<file path="src/rtl/tmr_pkg.sv">
package tmr_pkg;

    // Control word layout (LSB first): clr_sel[2:0], sync_en, cap_mode[3:0], buf_c, buf_d
    typedef struct packed {
        logic       buf_d;
        logic       buf_c;
        logic [3:0] cap_mode;
        logic       sync_en;
        logic [2:0] clr_sel;
    } ctrl_t;

    localparam int CTRL_W = $bits(ctrl_t);

    localparam logic [2:0] ADDR_CTRL = 3'd0;
    localparam logic [2:0] ADDR_CNT  = 3'd1;
    localparam logic [2:0] ADDR_GR0  = 3'd2;

    localparam logic [2:0] SEL_NONE0 = 3'b000;
    localparam logic [2:0] SEL_A     = 3'b001;
    localparam logic [2:0] SEL_B     = 3'b010;
    localparam logic [2:0] SEL_SYNC0 = 3'b011;
    localparam logic [2:0] SEL_NONE1 = 3'b100;
    localparam logic [2:0] SEL_C     = 3'b101;
    localparam logic [2:0] SEL_D     = 3'b110;
    localparam logic [2:0] SEL_SYNC1 = 3'b111;

endpackage

</file>
<file path="src/rtl/tmr_edge_det.sv">
module tmr_edge_det #(
    parameter int W = 4
) (
    input  logic         clk,
    input  logic         rst_n,
    input  logic [W-1:0] pin,
    output logic [W-1:0] rise
);

    typedef struct packed {
        logic [W-1:0] s1;
        logic [W-1:0] s2;
        logic [W-1:0] s3;
    } sy_t;

    sy_t sy_d, sy_q;

    always_comb begin
        sy_d.s1 = pin;
        sy_d.s2 = sy_q.s1;
        sy_d.s3 = sy_q.s2;
    end

    always_ff @(posedge clk or negedge rst_n) begin
        if (!rst_n) sy_q <= '0;
        else        sy_q <= sy_d;
    end

    assign rise = sy_q.s2 & ~sy_q.s3;

endmodule

</file>
<file path="src/rtl/tmr_evt_gen.sv">
module tmr_evt_gen #(
    parameter int CNT_W = 16,
    parameter int NREG  = 4
) (
    input  logic [CNT_W-1:0]           cnt,
    input  logic                       cnt_en,
    input  logic [NREG-1:0][CNT_W-1:0] gr,
    input  logic [NREG-1:0]            cap_mode,
    input  logic [NREG-1:0]            gate,
    input  logic [NREG-1:0]            rise,
    output logic [NREG-1:0]            evt,
    output logic [NREG-1:0]            cap_take
);

    for (genvar g = 0; g < NREG; g++) begin : g_reg
        logic hit_cmp;
        logic hit_cap;
        assign hit_cmp     = cnt_en && (cnt == gr[g]) && !cap_mode[g];
        assign hit_cap     = rise[g] && cap_mode[g];
        assign evt[g]      = (hit_cmp || hit_cap) && !gate[g];
        assign cap_take[g] = hit_cap && !gate[g];
    end

endmodule

</file>
<file path="src/rtl/tmr_clr_sel.sv">
module tmr_clr_sel
    import tmr_pkg::*;
(
    input  logic [2:0] sel,
    input  logic [3:0] evt,
    input  logic       sync_en,
    input  logic       sync_in,
    output logic       own_clr,
    output logic       sync_clr
);

    always_comb begin
        own_clr  = 1'b0;
        sync_clr = 1'b0;
        unique case (sel)
            SEL_A:     own_clr  = evt[0];
            SEL_B:     own_clr  = evt[1];
            SEL_C:     own_clr  = evt[2];
            SEL_D:     own_clr  = evt[3];
            SEL_SYNC0,
            SEL_SYNC1: sync_clr = sync_en && sync_in;
            SEL_NONE0,
            SEL_NONE1: ;
            default:   ;
        endcase
    end

endmodule

</file>
<file path="src/rtl/tmr_clr_chan.sv">
module tmr_clr_chan
    import tmr_pkg::*;
#(
    parameter int CNT_W   = 16,
    parameter bit FULL_CH = 1'b1,
    localparam int NREG   = FULL_CH ? 4 : 2
) (
    input  logic             clk,
    input  logic             rst_n,
    input  logic             cnt_en,
    input  logic [NREG-1:0]  cap_in,
    input  logic             sync_clr_in,
    input  logic             wr_en,
    input  logic [2:0]       wr_addr,
    input  logic [CNT_W-1:0] wr_data,
    input  logic [2:0]       rd_addr,
    output logic [CNT_W-1:0] rd_data,
    output logic [CNT_W-1:0] cnt_out,
    output logic             clr_pulse_out
);

    localparam logic [CTRL_W-1:0] CTRL_MASK = FULL_CH ? {CTRL_W{1'b1}} : CTRL_W'(10'h03B);

    typedef struct packed {
        logic [CNT_W-1:0]           cnt;
        logic [NREG-1:0][CNT_W-1:0] gr;
        ctrl_t                      ctrl;
        logic                       pulse;
    } st_t;

    st_t st_d, st_q;

    logic [NREG-1:0] rise;
    logic [NREG-1:0] gate;
    logic [NREG-1:0] evt;
    logic [NREG-1:0] cap_take;
    logic [3:0]      evt4;
    logic            own_clr;
    logic            sync_clr;
    logic            wr_cnt;
    logic [2:0]      sel_q;
    logic            sync_en_q;

    assign sel_q     = st_q.ctrl.clr_sel;
    assign sync_en_q = st_q.ctrl.sync_en;
    assign wr_cnt    = wr_en && (wr_addr == ADDR_CNT);

    tmr_edge_det #(.W(NREG)) u_edge (
        .clk  (clk),
        .rst_n(rst_n),
        .pin  (cap_in),
        .rise (rise)
    );

    if (FULL_CH) begin : g_full
        assign gate = {st_q.ctrl.buf_d, st_q.ctrl.buf_c, 2'b00};
        assign evt4 = evt;
    end else begin : g_red
        assign gate = '0;
        assign evt4 = {2'b00, evt};
    end

    tmr_evt_gen #(.CNT_W(CNT_W), .NREG(NREG)) u_evt (
        .cnt     (st_q.cnt),
        .cnt_en  (cnt_en),
        .gr      (st_q.gr),
        .cap_mode(st_q.ctrl.cap_mode[NREG-1:0]),
        .gate    (gate),
        .rise    (rise),
        .evt     (evt),
        .cap_take(cap_take)
    );

    tmr_clr_sel u_sel (
        .sel     (sel_q),
        .evt     (evt4),
        .sync_en (sync_en_q),
        .sync_in (sync_clr_in),
        .own_clr (own_clr),
        .sync_clr(sync_clr)
    );

    always_comb begin
        st_d = st_q;

        // counter: write > clear > increment
        if (wr_cnt) begin
            st_d.cnt = wr_data;
        end else if (own_clr || sync_clr) begin
            st_d.cnt = '0;
        end else if (cnt_en) begin
            st_d.cnt = st_q.cnt + CNT_W'(1);
        end

        st_d.pulse = own_clr && sync_en_q && !wr_cnt;

        for (int i = 0; i < NREG; i++) begin
            if (wr_en && (wr_addr == 3'(int'(ADDR_GR0) + i))) begin
                st_d.gr[i] = wr_data;
            end else if (cap_take[i]) begin
                st_d.gr[i] = st_q.cnt;
            end
        end

        if (wr_en && (wr_addr == ADDR_CTRL)) begin
            st_d.ctrl = ctrl_t'(wr_data[CTRL_W-1:0] & CTRL_MASK);
        end
    end

    always_ff @(posedge clk or negedge rst_n) begin
        if (!rst_n) st_q <= '0;
        else        st_q <= st_d;
    end

    always_comb begin
        rd_data = '0;
        if (rd_addr == ADDR_CTRL) begin
            rd_data = CNT_W'(st_q.ctrl);
        end else if (rd_addr == ADDR_CNT) begin
            rd_data = st_q.cnt;
        end else begin
            for (int i = 0; i < NREG; i++) begin
                if (rd_addr == 3'(int'(ADDR_GR0) + i)) rd_data = st_q.gr[i];
            end
        end
    end

    assign cnt_out       = st_q.cnt;
    assign clr_pulse_out = st_q.pulse;

endmodule

</file>
<file path="config.mk">
export PLATFORM = sky130hd
export DESIGN_NAME = tmr_clr_chan
export DESIGN_NICKNAME = d
export VERILOG_FILES = /design/src/rtl/tmr_pkg.sv /design/src/rtl/tmr_edge_det.sv /design/src/rtl/tmr_evt_gen.sv /design/src/rtl/tmr_clr_sel.sv /design/src/rtl/tmr_clr_chan.sv
export SDC_FILE = /design/constraint.sdc
export NUM_CORES = 1
export LEC_CHECK = 0
export ABC_CLOCK_PERIOD_IN_PS = 2300
export BUFFER_PORTS_ARGS = -buffer_cell sky130_fd_sc_hd__buf_4
export CAP_MARGIN = 15
export CORE_ASPECT_RATIO = 1.1
export CORE_MARGIN = 2
export CORE_UTILIZATION = 50
export DETAILED_ROUTE_END_ITERATION = 7
export PLACE_DENSITY = 0.81
export SLEW_MARGIN = 5
export SYNTH_ARGS = -nofsm -noshare
export SYNTH_HDL_FRONTEND = slang
export SYNTH_SLANG_ARGS = --single-unit
</file>
<file path="constraint.sdc">
create_clock -name clk -period 2.3 [get_ports clk]
set_clock_uncertainty 0.2 [all_clocks]
set_input_delay 0.23 -clock clk [delete_from_list [all_inputs] [get_ports clk]]
set_output_delay 0.23 -clock clk [all_outputs]
set_load 0.02 [all_outputs]
</file>
# Word level (Yosys, flattened, before mapping)
# Cells that the tools add are included.
op_classes:
  mux: 19
  n_eq_ne: 20
  addsub: 1
  bitwise_logic: 2
  n_reduce_logical: 45
ops:
  columns: ["cell", "n"]
  rows:
  - ["$mux W16", 17]
  - ["$eq A16 B16 Y1", 4]
  - ["$logic_and A1 B1 Y1", 25]
  - ["$eq A3 B3 Y1 const B", 7]
  - ["$eq A3 B2 Y1 const B", 6]
  - ["$add A16 B1 Y16 const B", 1]
  - ["$eq A3 B1 Y1 const B", 3]
  - ["$reduce_bool A2 Y1", 4]
  - ["$logic_not A1 Y1", 7]
  - ["$logic_not A3 Y1", 2]
  - ["$logic_or A1 B1 Y1", 5]
  - ["$and A4 B4 Y4", 1]
  - ["$not A4 Y4", 1]
  - ["$pmux W1 S4", 1]
  - ["$reduce_bool A3 Y1", 1]
  - ["$reduce_or A2 Y1", 1]
  - ["$mux W1", 1]
totals:
  reg_bits: 103
  input_bits: 31
  word_cells: 101

# Logic depth before layout (Yosys ltp)
depth:
  word_depth: 9
  depth_mapped: 8
  ltp_nobuf: 6

# By module
# A second synthesis with hierarchy kept.
unflattened:
  hier_cells: 732
  area_unflattened_um2: 6662.6
modules_own_cells:
  columns: ["mod", "n_inst", "area_per_inst_um2", "seq_area_each_um2", "cells_per_inst"]
  rows:
  - ["tmr_clr_chan", 1, 5482.8, 2277.2, 609]
  - ["tmr_evt_gen", 1, 772.0, 0.0, 101]
  - ["tmr_edge_det", 1, 355.3, 300.3, 16]
  - ["tmr_clr_sel", 1, 52.6, 0.0, 6]

# Worst setup path after synthesis
# OpenSTA, ideal clock, no wires.
synth_timing:
  path_type: "input to output"
  startpoint: "input rd_addr[2]"
  endpoint: "output rd_data[8]"
  n_path_buf: 1
  path_slack_ps: 205
  required_ps: 1870
  cell_stages: 6
  arrival_ps: 1665
  cell_sequence: "buf_2 -> clkinv_1 -> nor2_2 -> a22oi_1 -> o22a_1 -> o21ai_0"
synth_via:
  elab_chain_cells: 7
  word_cells_on_any_way: 12
  cone_classes: "5 x eq/ne; 6 x mux; 1 x reduce/logical"
synth_rtl:
  columns: ["item", "line_no", "source"]
  rows:
  - ["start: declaration", "tmr_clr_chan.sv:16", "input logic [2:0] rd_addr,"]
  - ["$eq A3 B2 Y1", "tmr_clr_chan.sv:123", "if (rd_addr == 3'(int'(ADDR_GR0) + i)) rd_data = st_q.gr[i];"]
  - ["$mux W16 (4 in a row)", "tmr_clr_chan.sv:123", null]
  - ["$mux W16", "tmr_clr_chan.sv:119", "end else if (rd_addr == ADDR_CNT) begin"]
  - ["$mux W16 *", "tmr_clr_chan.sv:117", "if (rd_addr == ADDR_CTRL) begin"]
  - ["end: declaration", "tmr_clr_chan.sv:17", "output logic [CNT_W-1:0] rd_data,"]
# Every way passes the cells marked *; elsewhere a longest branch is shown, timed or not.

# Final worst setup path
layout_timing:
  startpoint: "register st_q[16] in the netlist's numbering"
  endpoint: "output rd_data[5]"
layout_via:
  elab_chain_cells: 6
layout_rtl:
  columns: ["item", "line_no", "source"]
  rows:
  - ["start: declaration", "tmr_clr_chan.sv:31", "st_t st_d, st_q;"]
  - ["start signal: assignment", "tmr_clr_chan.sv:112", "else st_q <= st_d;"]
  - ["$mux W16 (4 in a row)", "tmr_clr_chan.sv:123", null]
  - ["$mux W16", "tmr_clr_chan.sv:119", null]
  - ["$mux W16", "tmr_clr_chan.sv:117", null]
# Every way passes these cells.

==> run_results.csv <==
group,metric,value,unit
outcome,status,"complete, no violations",
drt,wl_per_cell,22.1,um
timing,min_period_over_period,0.972,
drt,drc,0,
critical_path,cp_num_buf_inv,1,
power,power_density,1100,nW/um^2
place,post-dp-hpwl,14200,um
die,die-area,13900,um^2
timing,rsz0062_at_grt,"no",
clock_tree,cts_root_buffer,"clkbuf_16",
clock_tree,clock_path_buffers,2,
grt,grtUsageMet1,0.389,
drt,wl,20300,um
drt,viasPerCell,6.23,
timing,hold_viol_final,0,
clock_tree,cts_inserted_buffers,9,
place,pre_cts_slack,-0.198,ns
die,rows,43,
drt,first_pass_iters,5,
critical_path,critPathMaxFanout,3,
yosys,ys_top_cells_by_area,"dfrtp_1, mux2i_1, xnor2_1, a21oi_1, o21ai_0",
critical_path,critPathMaxStageDelay,0.42,ns
timing,worst_pin_slew,0.679,ns
place,numPortBuffers,63,
critical_path,critPathKind,"reg2out",
drt,dr_total_vias,5723,
power,ir_drop,0.578,mV
cells_and_area,multi_input_area,3550,um^2
grt,top_usage_layer,"met2",
yosys,seq_area_frac_synth,0.399,
grt,grt_pass1_vias,5661,
grt,grtUsageTotal,0.301,
clock_tree,tritoncts,"done",
critical_path,cpMaxStageDelayCell,"dfrtp_1",
yosys,ys_types,51,
yosys,synth_fp_nets,716,
die,start_util,0.513,
critical_path,arrival,1.81,ns
place,placed_area,7140,um^2
cells_and_area,drive_gt1_frac,0.231,
yosys,ys_ff_latch,103,
yosys,yosysMostFrequentCell,"dfrtp_1",
clock_tree,cts.sinks,103,
hold_path,hold_path_class,"in2reg",
power,finalPower,0.00851,W
critical_path,worst_setup_path_start_kind,"flip-flop",
die,die_h,123,um
drt,ant_nets,0,
yosys,yosys_warnings,0,
yosys,synthTopCellsByCount,"dfrtp_1, mux2i_1, a21oi_1",
critical_path,critPathTopFamily,"compound AO/OA/AOI/OAI gates",
yosys,synthArstFlopShare,1.00,
timing,setup_ws,0.0634,ns
power,total_leakage_power,3.32,nW
yosys,synth_top_cell_by_area,"dfrtp_1",
timing,fin_tns_setup,0,ns
die,core_area,12600,um^2
timing,relSlewSlack,0.541,
cells_and_area,fillers,1066,
yosys,syn_avg_cell_area,9.45,um^2
grt,met2_usage,0.499,
timing,max_clock_freq,447,MHz
timing,setup_viol,0,
critical_path,crit_chain,"mux2_2 -> a21oi_1 -> o22ai_1 -> o21ai_0 -> a21oi_1 -> buf_4",
cells_and_area,seq_area,2580,um^2
yosys,synth_top_cell_area_share,0.399,
grt,grt_util_met3,0.0583,
timing,slew_violations,0,
cells_and_area,area_delta_synth_final,19.3,%
flow_run,cap_violations,0,
yosys,syn_area,6460,um^2
clock_tree,cts_max_level,3,
yosys,synth_edf_count,0,
grt,grt-ovfl-total,0,
timing,finalCriticalPeriod,2.24,ns
place,gp_congestion,1.03,
critical_path,crit_path_end_kind,"output pin",
cells_and_area,nets,789,
cells_and_area,design_area,7710,um^2
cells_and_area,final_core_util,0.612,
grt,antenna_found_initial,0,
clock_tree,clock_insertion_delay_worst_skew,0.37,ns
critical_path,cpMostUsedCell,"a21oi_1",
critical_path,cp.required,1.87,ns
yosys,ys.flop_type,"dfrtp_1",
drt,dr.first_iter.drc_count,542,
die,die_w,112,um
yosys,syn_inst,684,
grt,grt_pass1_wl,31800,um
grt,grt_max_degree,42,
clock_tree,clkTransAtPathRegs,0.07,ns
cells_and_area,antenna_cells,0,
die,io_pins,64,
stage by stage:
step / instances / hold slack (ns)
2_1_floorplan: 684 / -0.266
3_3_place_gp: 880 / -0.0173
3_5_place_dp: 880 / -0.0146
4_1_cts: 916 / 0.0838
5_1_grt: 918 / 0.0995
6_report: 918 / 0.0950
worst min-delay path: cells and delay by family:
| family | cells | cell delay [ns] |
|---|---|---|
| compound gates | 1 | 0.06 |
| xor+xnor | 1 | 0.14 |
| buf+inv | 1 | 0.18 |
logic make-up after synthesis:
group | share of synthesized area
and+or+nand+nor | 0.134
AOI/OAI and AO/OA | 0.144
DFF | 0.399
muxes | 0.145
xor gates and xnor gates | 0.104
buffers and inverters | 0.0722
adders and majority gates | 0.00194
placed cells by master (no fill, tap or decap), types with 3 or more instances in the layout:
cell and count:
nor2_1 42, dfrtp_1 101, and4_4 3, o21ai_1 9, xor2_1 26, mux2i_1 72
o21ai_0 50, nor4bb_4 4, dlygate4sd3_1 21, nand3_1 4, a21oi_1 70, nand2b_1 3
xnor2_1 51, nor4_1 5, nor3_1 3, clkbuf_16 9, buf_4 110, nand2_1 63
o22ai_1 11, nor2b_1 4, mux2_2 19, o22a_1 5, a22oi_1 11, nand4_1 16
inv_1 3
final timing paths:
check	from	to	slack (ns)	cells past startpoint
min in group asynchronous	rst_n	st_q[26]	0.14	2
max	st_q[16]	rd_data[5]	0.06	6
min reg2reg	u_edge.sy_d[7]	u_edge.sy_d[3]	0.15	0
min	cnt_en	cnt_out[0]	0.1	3
max in group asynchronous	rst_n	u_edge.sy_q[2]	1.09	3
max reg2reg	cnt_out[5]	clr_pulse_out	0.06	6
routing by layer:
metal	vias up	routed length, um	part of all wire
li1	2544	-	-
met1	2791	8310	0.41
met2	325	9790	0.48
met3	63	1550	0.077
met4	0	649	0.032
met5	-	0	0
flip-flops by register name, indices dropped and copies added (netlist names):
name / cells
st_q: 68
cnt_out: 16
u_edge.sy_d: 8
u_edge.sy_q: 4
sel_q: 3
gate: 2
clr_pulse_out: 1
sync_en_q: 1
what timing repair did:
action | 4_1_cts | 5_1_grt
gates resized for setup | 1 | 9
gates cloned | 0 | 1
endpoints found under the setup margin | 17 | 18
hold endpoints to repair | 169 | 0
buffers inserted | 0 | 1
pin swaps | 0 | 2
hold buffers | 21 | 0
power breakdown:
group | internal, W | switching [W] | total [W]
Combinational | 0.00172 | 0.00183 | 0.00355
Sequential | 0.00243 | 0.000952 | 0.00339
Clock | 0.000847 | 0.000724 | 0.00157
final cells by class:
| type | instances | area share |
|---|---|---|
| clock buffer | 9 | 0.0292 |
| clock inverter | 6 | 0.00909 |
| inverter | 4 | 0.00195 |
| multi-input combinational | 506 | 0.460 |
| sequential | 103 | 0.335 |
| tap | 157 | 0.0255 |
| timing repair buffer | 133 | 0.140 |
Power figures use the tool's default switching activity.
